$ cat src/rtl/qdac_spi_pkg.sv
package qdac_spi_pkg;
  localparam int NCH        = 4;
  localparam int CH_W       = $clog2(NCH);
  localparam int FRAME_BITS = 24;
  localparam int WORD_W     = 16;
  localparam int ADDR_W     = 7;
  localparam int PAGE_W     = ADDR_W - CH_W;
  localparam int SLEW_W     = 13;
  localparam int DACCTL_W   = 9;
  localparam int MAIN_W     = 13;
  localparam int DCDC_W     = 7;
  localparam int SEL_W      = 3;

  localparam logic [WORD_W-1:0] OFFSET_RESET = 16'h8000;
  localparam logic [SLEW_W-1:0] SLEW_KEEP    = 13'h107F;

  // write pages (address bits above the channel index)
  localparam logic [PAGE_W-1:0] WPG_DATA = 5'h00;
  localparam logic [PAGE_W-1:0] WPG_GAIN = 5'h02;
  localparam logic [PAGE_W-1:0] WPG_OFFS = 5'h04;
  localparam logic [PAGE_W-1:0] WPG_CTRL = 5'h07;

  // read pages
  localparam logic [PAGE_W-1:0] RPG_DATA   = 5'h00;
  localparam logic [PAGE_W-1:0] RPG_DAC    = 5'h01;
  localparam logic [PAGE_W-1:0] RPG_GAIN   = 5'h02;
  localparam logic [PAGE_W-1:0] RPG_OFFS   = 5'h03;
  localparam logic [PAGE_W-1:0] RPG_SLEW   = 5'h05;
  localparam logic [PAGE_W-1:0] RPG_SHARED = 5'h06;

  typedef enum logic [SEL_W-1:0] {
    SUB_SLEW = 3'd0,
    SUB_MAIN = 3'd1,
    SUB_DAC  = 3'd2,
    SUB_DCDC = 3'd3,
    SUB_SOFT = 3'd4,
    SUB_RSV5 = 3'd5,
    SUB_RSV6 = 3'd6,
    SUB_RSV7 = 3'd7
  } ctl_sel_e;
endpackage

$ cat src/rtl/qdac_spi_frame.sv
module qdac_spi_frame #(
  parameter int SYNC_STAGES = 2,
  parameter int FRAME_BITS  = 24,
  parameter int WORD_W      = 16
) (
  input  logic                  clk,
  input  logic                  rst_n,
  input  logic                  sclk,
  input  logic                  cs_n,
  input  logic                  mosi,
  output logic                  miso,
  input  logic [WORD_W-1:0]     tx_word,
  output logic                  frm_vld,
  output logic [FRAME_BITS-1:0] frm_word
);
  localparam int CNT_W = $clog2(FRAME_BITS + 2);
  localparam logic [CNT_W-1:0] CNT_MAX = '1;
  localparam logic [CNT_W-1:0] CNT_OK  = CNT_W'(FRAME_BITS);

  logic sclk_s, cs_s, mosi_s;
  logic sclk_d, cs_d;

  generate
    if (SYNC_STAGES <= 1) begin : g_sync1
      always_ff @(posedge clk or negedge rst_n) begin
        if (!rst_n) begin
          sclk_s <= 1'b0; cs_s <= 1'b1; mosi_s <= 1'b0;
        end else begin
          sclk_s <= sclk; cs_s <= cs_n; mosi_s <= mosi;
        end
      end
    end else begin : g_syncn
      logic [SYNC_STAGES-1:0] sclk_q, cs_q, mosi_q;
      always_ff @(posedge clk or negedge rst_n) begin
        if (!rst_n) begin
          sclk_q <= '0; cs_q <= '1; mosi_q <= '0;
        end else begin
          sclk_q <= {sclk_q[SYNC_STAGES-2:0], sclk};
          cs_q   <= {cs_q[SYNC_STAGES-2:0], cs_n};
          mosi_q <= {mosi_q[SYNC_STAGES-2:0], mosi};
        end
      end
      assign sclk_s = sclk_q[SYNC_STAGES-1];
      assign cs_s   = cs_q[SYNC_STAGES-1];
      assign mosi_s = mosi_q[SYNC_STAGES-1];
    end
  endgenerate

  always_ff @(posedge clk or negedge rst_n) begin
    if (!rst_n) begin
      sclk_d <= 1'b0; cs_d <= 1'b1;
    end else begin
      sclk_d <= sclk_s; cs_d <= cs_s;
    end
  end

  logic rise, fall, start, stop;
  assign rise  = sclk_s & ~sclk_d & ~cs_s;
  assign fall  = ~sclk_s & sclk_d & ~cs_s;
  assign start = ~cs_s & cs_d;
  assign stop  = cs_s & ~cs_d;

  logic [CNT_W-1:0]      bit_cnt;
  logic [FRAME_BITS-1:0] rx_sh, tx_sh;

  always_ff @(posedge clk or negedge rst_n) begin
    if (!rst_n) begin
      bit_cnt <= '0;
      rx_sh   <= '0;
      tx_sh   <= '0;
    end else if (start) begin
      bit_cnt <= '0;
      tx_sh   <= {{(FRAME_BITS-WORD_W){1'b0}}, tx_word};
    end else begin
      if (rise) begin
        rx_sh <= {rx_sh[FRAME_BITS-2:0], mosi_s};
        if (bit_cnt != CNT_MAX) bit_cnt <= bit_cnt + 1'b1;
      end
      if (fall) tx_sh <= {tx_sh[FRAME_BITS-2:0], 1'b0};
    end
  end

  always_ff @(posedge clk or negedge rst_n) begin
    if (!rst_n) begin
      frm_vld  <= 1'b0;
      frm_word <= '0;
    end else begin
      frm_vld <= stop && (bit_cnt == CNT_OK);
      if (stop) frm_word <= rx_sh;
    end
  end

  assign miso = tx_sh[FRAME_BITS-1] & ~cs_s;
endmodule

$ cat src/rtl/qdac_regfile.sv
module qdac_regfile
  import qdac_spi_pkg::*;
(
  input  logic                     clk,
  input  logic                     rst_n,
  input  logic                     frm_vld,
  input  logic [FRAME_BITS-1:0]    frm_word,
  output logic [WORD_W-1:0]        rd_pending,
  output logic [NCH*WORD_W-1:0]    ch_data,
  output logic [NCH*WORD_W-1:0]    ch_gain,
  output logic [NCH*WORD_W-1:0]    ch_offset,
  output logic [NCH*SLEW_W-1:0]    ch_slew,
  output logic [NCH*DACCTL_W-1:0]  ch_dacctl,
  output logic [NCH*3-1:0]         ch_range,
  output logic [NCH-1:0]           ch_out_en,
  output logic [NCH-1:0]           ch_dcdc_en,
  output logic [NCH-1:0]           ch_int_en,
  output logic [MAIN_W-1:0]        main_word,
  output logic [DCDC_W-1:0]        dcdc_word
);
  logic                is_rd;
  logic [ADDR_W-1:0]   addr;
  logic [PAGE_W-1:0]   page;
  logic [CH_W-1:0]     ch;
  logic [WORD_W-1:0]   pay;
  ctl_sel_e            sel;

  assign is_rd = frm_word[FRAME_BITS-1];
  assign addr  = frm_word[WORD_W +: ADDR_W];
  assign page  = addr[ADDR_W-1:CH_W];
  assign ch    = addr[CH_W-1:0];
  assign pay   = frm_word[WORD_W-1:0];
  assign sel   = ctl_sel_e'(pay[WORD_W-1 -: SEL_W]);

  logic wr_data, wr_gain, wr_offs, wr_ctrl;
  assign wr_data = frm_vld && !is_rd && page == WPG_DATA;
  assign wr_gain = frm_vld && !is_rd && page == WPG_GAIN;
  assign wr_offs = frm_vld && !is_rd && page == WPG_OFFS;
  assign wr_ctrl = frm_vld && !is_rd && page == WPG_CTRL;

  logic [WORD_W-1:0]   data_a [NCH];
  logic [WORD_W-1:0]   gain_a [NCH];
  logic [WORD_W-1:0]   offs_a [NCH];
  logic [SLEW_W-1:0]   slew_a [NCH];
  logic [DACCTL_W-1:0] dac_a  [NCH];

  for (genvar g = 0; g < NCH; g++) begin : g_ch
    logic                hit;
    logic [WORD_W-1:0]   data_q, gain_q, offs_q;
    logic [SLEW_W-1:0]   slew_q;
    logic [DACCTL_W-1:0] dac_q;

    assign hit = (ch == CH_W'(g));

    always_ff @(posedge clk or negedge rst_n) begin
      if (!rst_n) begin
        data_q <= '0;
        gain_q <= '0;
        offs_q <= OFFSET_RESET;
        slew_q <= '0;
        dac_q  <= '0;
      end else if (hit) begin
        if (wr_data) data_q <= pay;
        if (wr_gain) gain_q <= pay;
        if (wr_offs) offs_q <= pay;
        if (wr_ctrl && sel == SUB_SLEW) slew_q <= pay[SLEW_W-1:0] & SLEW_KEEP;
        if (wr_ctrl && sel == SUB_DAC)  dac_q  <= pay[DACCTL_W-1:0];
      end
    end

    assign data_a[g] = data_q;
    assign gain_a[g] = gain_q;
    assign offs_a[g] = offs_q;
    assign slew_a[g] = slew_q;
    assign dac_a[g]  = dac_q;

    assign ch_data[g*WORD_W +: WORD_W]       = data_q;
    assign ch_gain[g*WORD_W +: WORD_W]       = gain_q;
    assign ch_offset[g*WORD_W +: WORD_W]     = offs_q;
    assign ch_slew[g*SLEW_W +: SLEW_W]       = slew_q;
    assign ch_dacctl[g*DACCTL_W +: DACCTL_W] = dac_q;
    assign ch_range[g*3 +: 3]                = dac_q[2:0];
    assign ch_dcdc_en[g]                     = dac_q[4];
    assign ch_out_en[g]                      = dac_q[6];
    assign ch_int_en[g]                      = dac_q[8];
  end

  always_ff @(posedge clk or negedge rst_n) begin
    if (!rst_n) begin
      main_word <= '0;
      dcdc_word <= '0;
    end else if (wr_ctrl) begin
      if (sel == SUB_MAIN) main_word <= pay[MAIN_W-1:0];
      if (sel == SUB_DCDC) dcdc_word <= pay[DCDC_W-1:0];
    end
  end

  logic [WORD_W-1:0] rd_sel;
  always_comb begin
    rd_sel = '0;
    case (page)
      RPG_DATA:   rd_sel = data_a[ch];
      RPG_DAC:    rd_sel = WORD_W'(dac_a[ch]);
      RPG_GAIN:   rd_sel = gain_a[ch];
      RPG_OFFS:   rd_sel = offs_a[ch];
      RPG_SLEW:   rd_sel = WORD_W'(slew_a[ch]);
      RPG_SHARED: begin
        if (ch == CH_W'(1)) rd_sel = WORD_W'(main_word);
        else if (ch == CH_W'(2)) rd_sel = WORD_W'(dcdc_word);
      end
      default:    rd_sel = '0;
    endcase
  end

  always_ff @(posedge clk or negedge rst_n) begin
    if (!rst_n) rd_pending <= '0;
    else if (frm_vld) rd_pending <= is_rd ? rd_sel : '0;
  end
endmodule

$ cat src/rtl/quad_dac_spi_regs.sv
module quad_dac_spi_regs
  import qdac_spi_pkg::*;
#(
  parameter int SYNC_STAGES = 2
) (
  input  logic                     clk,
  input  logic                     rst_n,
  input  logic                     sclk,
  input  logic                     cs_n,
  input  logic                     mosi,
  output logic                     miso,
  output logic [NCH*WORD_W-1:0]    ch_data,
  output logic [NCH*WORD_W-1:0]    ch_gain,
  output logic [NCH*WORD_W-1:0]    ch_offset,
  output logic [NCH*SLEW_W-1:0]    ch_slew,
  output logic [NCH*DACCTL_W-1:0]  ch_dacctl,
  output logic [NCH*3-1:0]         ch_range,
  output logic [NCH-1:0]           ch_out_en,
  output logic [NCH-1:0]           ch_dcdc_en,
  output logic [NCH-1:0]           ch_int_en,
  output logic [MAIN_W-1:0]        main_word,
  output logic [DCDC_W-1:0]        dcdc_word
);
  logic                  frm_vld;
  logic [FRAME_BITS-1:0] frm_word;
  logic [WORD_W-1:0]     rd_pending;

  qdac_spi_frame #(
    .SYNC_STAGES(SYNC_STAGES),
    .FRAME_BITS (FRAME_BITS),
    .WORD_W     (WORD_W)
  ) u_frame (
    .clk      (clk),
    .rst_n    (rst_n),
    .sclk     (sclk),
    .cs_n     (cs_n),
    .mosi     (mosi),
    .miso     (miso),
    .tx_word  (rd_pending),
    .frm_vld  (frm_vld),
    .frm_word (frm_word)
  );

  qdac_regfile u_regs (
    .clk        (clk),
    .rst_n      (rst_n),
    .frm_vld    (frm_vld),
    .frm_word   (frm_word),
    .rd_pending (rd_pending),
    .ch_data    (ch_data),
    .ch_gain    (ch_gain),
    .ch_offset  (ch_offset),
    .ch_slew    (ch_slew),
    .ch_dacctl  (ch_dacctl),
    .ch_range   (ch_range),
    .ch_out_en  (ch_out_en),
    .ch_dcdc_en (ch_dcdc_en),
    .ch_int_en  (ch_int_en),
    .main_word  (main_word),
    .dcdc_word  (dcdc_word)
  );
endmodule

$ cat config.mk
export PLATFORM = sky130hd
export DESIGN_NAME = quad_dac_spi_regs
export DESIGN_NICKNAME = d
export VERILOG_FILES = /design/src/rtl/qdac_spi_pkg.sv /design/src/rtl/qdac_spi_frame.sv /design/src/rtl/qdac_regfile.sv /design/src/rtl/quad_dac_spi_regs.sv
export SDC_FILE = /design/constraint.sdc
export NUM_CORES = 1
export LEC_CHECK = 0
export ABC_AREA = 1
export BUFFER_PORTS_ARGS = -buffer_cell sky130_fd_sc_hd__clkbuf_2
export CAP_MARGIN = 20
export CELL_PAD_IN_SITES_DETAIL_PLACEMENT = 1
export CELL_PAD_IN_SITES_GLOBAL_PLACEMENT = 1
export CORE_UTILIZATION = 44
export CTS_CLUSTER_DIAMETER = 40
export CTS_CLUSTER_SIZE = 30
export DETAILED_ROUTE_END_ITERATION = 8
export PLACE_DENSITY = 0.91
export SLEW_MARGIN = 20
export SYNTH_ARGS = -nofsm -noshare
export SYNTH_HDL_FRONTEND = slang
export SYNTH_SLANG_ARGS = --single-unit
$ cat constraint.sdc
create_clock -name clk -period 3.7 [get_ports clk]
set_clock_uncertainty 0.15 [all_clocks]
set_input_delay 0.37 -clock clk [delete_from_list [all_inputs] [get_ports clk]]
set_output_delay 0.37 -clock clk [all_outputs]
set_load 0.03 [all_outputs]
# Yosys cells after proc, flatten, opt, wreduce, memory -nomap -nowiden
# Index checks and enable logic that the tools add are counted.
# totals
rom_bits,0
latchBits,0
elab_cells,126
ramBits,0
memories,0
reg_bits,382
in_bits,5
# classes
magnitude_cmp,1
muxes,24
mul,0
addsub,1
div,0
eq_ne,15
n_reduce_logical,39
shifts,0
bitwise_logic,13
# ops
cell,n
16-bit 2-to-1 mux,8
16-bit binary-select mux with 2-bit select,3
16-bit case mux with 6 select lines,1
24-bit 2-to-1 mux,2
2-bit AND reduction,24
13-bit binary-select mux with 2-bit select,1
13-bit 2-to-1 mux,2
5-bit by 3-bit equality test with 1-bit output (second input constant),4
9-bit binary-select mux with 2-bit select,1
9-bit 2-to-1 mux,2
5-bit 2-to-1 mux,3
5-bit by 2-bit equality test with 1-bit output (second input constant),2
1-bit logical AND,8
1-bit bitwise AND,7
7-bit 2-to-1 mux,1
3-bit by 2-bit equality test with 1-bit output (second input constant),2
2-bit nonzero test,3
5-bit by 1-bit adder with 5-bit output (second input constant),1
5-bit by 1-bit equality test with 1-bit output (second input constant),1
5-bit equality test (second input constant),1
5-bit logical NOT,1
5-bit inequality test (second input constant),1
1-bit inverter,5
2-bit equality test (second input constant),2
7 further kinds,7

# Longest topological paths before layout
# depth
depth_word,6
depth_mapped,13
depth_no_buf,11

# Hierarchy
# Synthesis repeated with hierarchy kept, for this count alone.
# hier_totals
cells_unflattened,2139
hier_area_um2,17073.9
# by_module_without_submodules
mod,cells_each,seq_area_each_um2,area_each_um2,n_inst
qdac_regfile,1787,7412.1,13686.9,1
qdac_spi_frame,352,2155.8,3387.0,1

# Worst setup path after synthesis
# OpenSTA, ideal clock, no wires.
# synth_path
path_type,register to register
startpoint,reg u_frame.cs_d
endpoint,reg u_frame.tx_sh[13]
stages_incl_launch_ff,8
setup_ps,141
required_time_ps,3409
arrival_ps,1697
slack_ps,1712
path_cell_list,dfstp_2 > inv_1 > nor2_1 > inv_1 > o31ai_1 > clkbuf_1 > clkbuf_1 > a31oi_1
# synth_between
elab_chain_cells,2
elab_cells_between_ends,3
classes_between,mux: 1; bitwise: 1; reduce/logical: 1
# synth_lines
element,line_no,source
from (decl),qdac_spi_frame.sv:21,"logic sclk_d, cs_d;"
from (signal assigned),qdac_spi_frame.sv:53,sclk_d <= sclk_s; cs_d <= cs_s;
1-bit bitwise AND (*),qdac_spi_frame.sv:60,assign start = ~cs_s & cs_d;
24-bit 2-to-1 mux or 2-bit nonzero test (tied branches),-,
to (signal assigned),qdac_spi_frame.sv:73,"tx_sh <= {{(FRAME_BITS-WORD_W){1'b0}}, tx_word};"
to (signal assigned),qdac_spi_frame.sv:79,"if (fall) tx_sh <= {tx_sh[FRAME_BITS-2:0], 1'b0};"
to (decl),qdac_spi_frame.sv:64,"logic [FRAME_BITS-1:0] rx_sh, tx_sh;"
# Every way passes the cells marked *; elsewhere a longest branch is shown, timed or not.
# A chain may end at the register's enable or synchronous reset.

# Final worst setup path
# layout_path
startpoint,reg u_frame.frm_word[17]
endpoint,reg u_regs.g_ch[2].offs_q[11]
# layout_between
elab_chain_cells,2
# layout_lines
element,line_no,source
from (decl),qdac_spi_frame.sv:14,output logic [FRAME_BITS-1:0] frm_word
from (signal assigned),qdac_spi_frame.sv:89,if (stop) frm_word <= rx_sh;
2-bit equality test,qdac_regfile.sv:53,assign hit = (ch == CH_W'(g));
2-bit AND reduction (no source line),-,
to (signal assigned),qdac_regfile.sv:65,if (wr_offs) offs_q <= pay;
to (decl),qdac_regfile.sv:49,"logic [WORD_W-1:0] data_q, gain_q, offs_q;"
# No other way between the ends.

==> metrics.csv <==
metric;value;unit
rows;71;
cts.repair.resized;0;
end_kind;register;
hold_ws;0.185;ns
wl_per_cell;22.7;µm
ir_worst_vdd;0.399;mV
p_seq_share;42.7;%
placed_cell_area;0.0188;mm²
pwr-share-comb;4.3;%
hold_viol_final;0;
power.internal;7.59;mW
ant_nets;0;
slew_violations;0;
n_antenna_cell;0;
portBuffers;309;
cts_max_level;2;
syn_inst;2137;
crit_fanout;28;
synth_warnings;0;
cpLargestDelayFamily;simple AND/OR/NAND/NOR gates;
powerDensity;490;mW/mm²
syn_area;0.0170;mm²
yosysSeqAreaShare;56.2;%
pin_count;330;
drt_first_pass_iters;7;
start_kind;register;
seq_area;0.00957;mm²
die_x;199;µm
core_area;0.0378;mm²
min_period_over_period;79.6;%
crit_chain;inv_2, nor2_4, nand3_1, buf_4, nand2_1, o21ai_0;
worstHoldPathType;register to register;
initial_core_util;45.0;%
finalSetupViolCount;0;
clock-sinks;382;
status;finished, final reports clean;
num-nets-final;2390;
chipHeight;199;µm
clk_pin_slew;0.06;ns
grt_pass1_vias;17600;
cap_violations;0;
fin_area;0.0207;mm²
grt-ovfl-total;0;
syn2layout_area_growth;21.6;%
cts_made_buffers;52;
grt_antenna_before_repair;0;
crit_type;register to register;
syn_avg_cell_area;7.97;µm²
max_slew_margin;23.6;%
fillCellCount;4630;
grt_pass1_wl;103000;µm
cts_tree;built;
cts-root-buf;clkbuf_16;
fp.dieArea;0.0395;mm²
p_leak;10.6;nW
cpPeakStageDelay;0.77;ns
postCtsSetupBuffers;0;
clock_latency;0.61;ns
remaining_drc_errors;0;
worst_slew_pin_slew;1.14;ns
drt-total-wl;66800;µm
yosys-top-cells-count;nand2_1, dfrtp_1, o21ai_0;
cp_slowest_cell;dfrtp_2;
yosys.area.top_type;dfrtp_1;
synthFlopType;dfrtp_1;
setup-tns-final;0;ns
synth-edff-count;0;
synthDistinctLibCells;25;
cts_hold_buf;4;
async_flop_share;100;%
power.share.clock;53.0;%
grt_max_degree;94;
vias;16700;
yosys_register_bits;382;
fin_crit;2.94;ns
netSwitchingFraction;25.2;%
grtUsageTotal;34.5;%
switchingPower;2.56;mW
multi_input_area;0.00640;mm²
drive_gt1_share;19.3;%
cts_buffer_depth;3;
place.gp.congestion;0.905;
crit_required;3.99;ns
max_freq;340;MHz
worstPathArrival;3.23;ns
synth_top_area_share;55.1;%
drt_iter0_drc;1488;
utilization;54.7;%
yosysMostFrequentCell;nand2_1;
cp_num_buf_inv;2;
synth_area_leaders;dfrtp_1, nand2_1, o21ai_0;
rsz0062_at_grt;no;
vias_per_cell;5.68;
hpwl;43300;µm
## layer usage
metal | part of all wire [%] | wire, µm | up-vias | GRT usage (%)
met3 | 8.6 | 5780 | 231 | 7.10
met2 | 49 | 32400 | 887 | 57.4
met4 | 5.2 | 3460 | 0 | 18.5
met1 | 38 | 25100 | 8340 | 42.1
li1 | - | - | 7210 | -
met5 | 0 | 0 | - | 0
## cell usage in the layout (no fill, tap or decap), drive strengths merged
cell type    instances
nand2              963
dfrtp              375
nand3               75
clkinv               9
nor3                 4
clkinvlp             8
clkbuf             370
ha                   3
nand4               11
conb                20
inv                 93
o21ai              350
nor2                62
bufinv               6
a21oi                8
o31ai                1
mux2                 1
dfstp                7
a31oi               15
buf                 41
dlygate4sd3          4
## final cells by class
| cell class | instances | share of cell area [%] |
|---|---|---|
| clock inverters | 36 | 2.09 |
| clock buffers | 62 | 6.91 |
| flip-flops and latches | 382 | 46.2 |
| well taps | 511 | 3.09 |
| multi-input cells | 1513 | 30.9 |
| repair buffers | 353 | 9.34 |
| inverters | 80 | 1.45 |
## state kept, by name, summed over array words and instances (netlist names), 2 cells and up
name / flops
u_frame.bit_cnt: 5
u_frame.frm_word: 24
u_frame.g_syncn.cs_q: 2
u_frame.g_syncn.mosi_q: 2
u_frame.g_syncn.sclk_q: 2
u_frame.rx_sh: 24
u_frame.tx_sh: 24
u_regs.dcdc_word: 7
u_regs.g_ch.dac_q: 36
u_regs.g_ch.data_q: 64
u_regs.g_ch.gain_q: 64
u_regs.g_ch.offs_q: 64
u_regs.g_ch.slew_q: 32
u_regs.main_word: 13
u_regs.rd_pending: 16
## power by group through the flow
stage               clock network (mW)  registers [mW]  logic (mW)
floorplan                            0            4.38       0.229
global placement                     0            4.39       0.404
detailed placement                   0            4.40       0.426
CTS                               5.40            4.33       0.437
global route                      5.55            4.34       0.480
finish                            5.38            4.33       0.440
## worst paths after layout
path	endpoint	cells past startpoint	slack [ns]	startpoint
hold reg to reg	u_frame.g_syncn.mosi_q[1]	0	0.19	u_frame.g_syncn.mosi_q[0]
hold / removal	u_frame.g_syncn.mosi_q[1]	0	0.19	u_frame.g_syncn.mosi_q[0]
max in group asynchronous	u_regs.g_ch[0].offs_q[13]	4	1.99	rst_n
setup / recovery	u_regs.g_ch[2].offs_q[11]	6	0.76	u_frame.frm_word[17]
min in group asynchronous	u_regs.g_ch[3].dac_q[4]	2	0.27	rst_n
setup reg to reg	u_regs.g_ch[2].offs_q[11]	6	0.76	u_frame.frm_word[17]
## per-stage QoR
stage / power [mW] / std cells / setup slack (ns)
4_1_cts: 10.2 / 2937 / 0.828
6_report: 10.1 / 2937 / 0.756
3_5_place_dp: 4.82 / 2835 / 0.852
2_1_floorplan: 4.61 / 2156 / 1.71
5_1_grt: 10.4 / 2937 / 0.556
3_3_place_gp: 4.79 / 2835 / 1.00
## cell families (layout without fill, tap and decap cells)
family                   after synthesis  in the layout  share of synthesized area (%)
flip-flops                           382            382                           56.2
AND/OR/NAND/NOR                     1115           1115                           25.6
AO/OA/AOI/OAI                        374            374                           11.1
adder cells (fa/ha/maj)                3              3                          0.220
buffers and inverters                261            531                           6.80
multiplexers                           1              1                         0.0661
other                                  1             20                         0.0220
## worst register-to-register path, stage by stage (launching register included)
cell and delay, ns:
dfrtp_2 0.77, inv_2 0.14, nor2_4 0.66, nand3_1 0.49, buf_4 0.36, nand2_1 0.10, o21ai_0 0.11
Note: power is estimated with default switching activity, not from simulation.
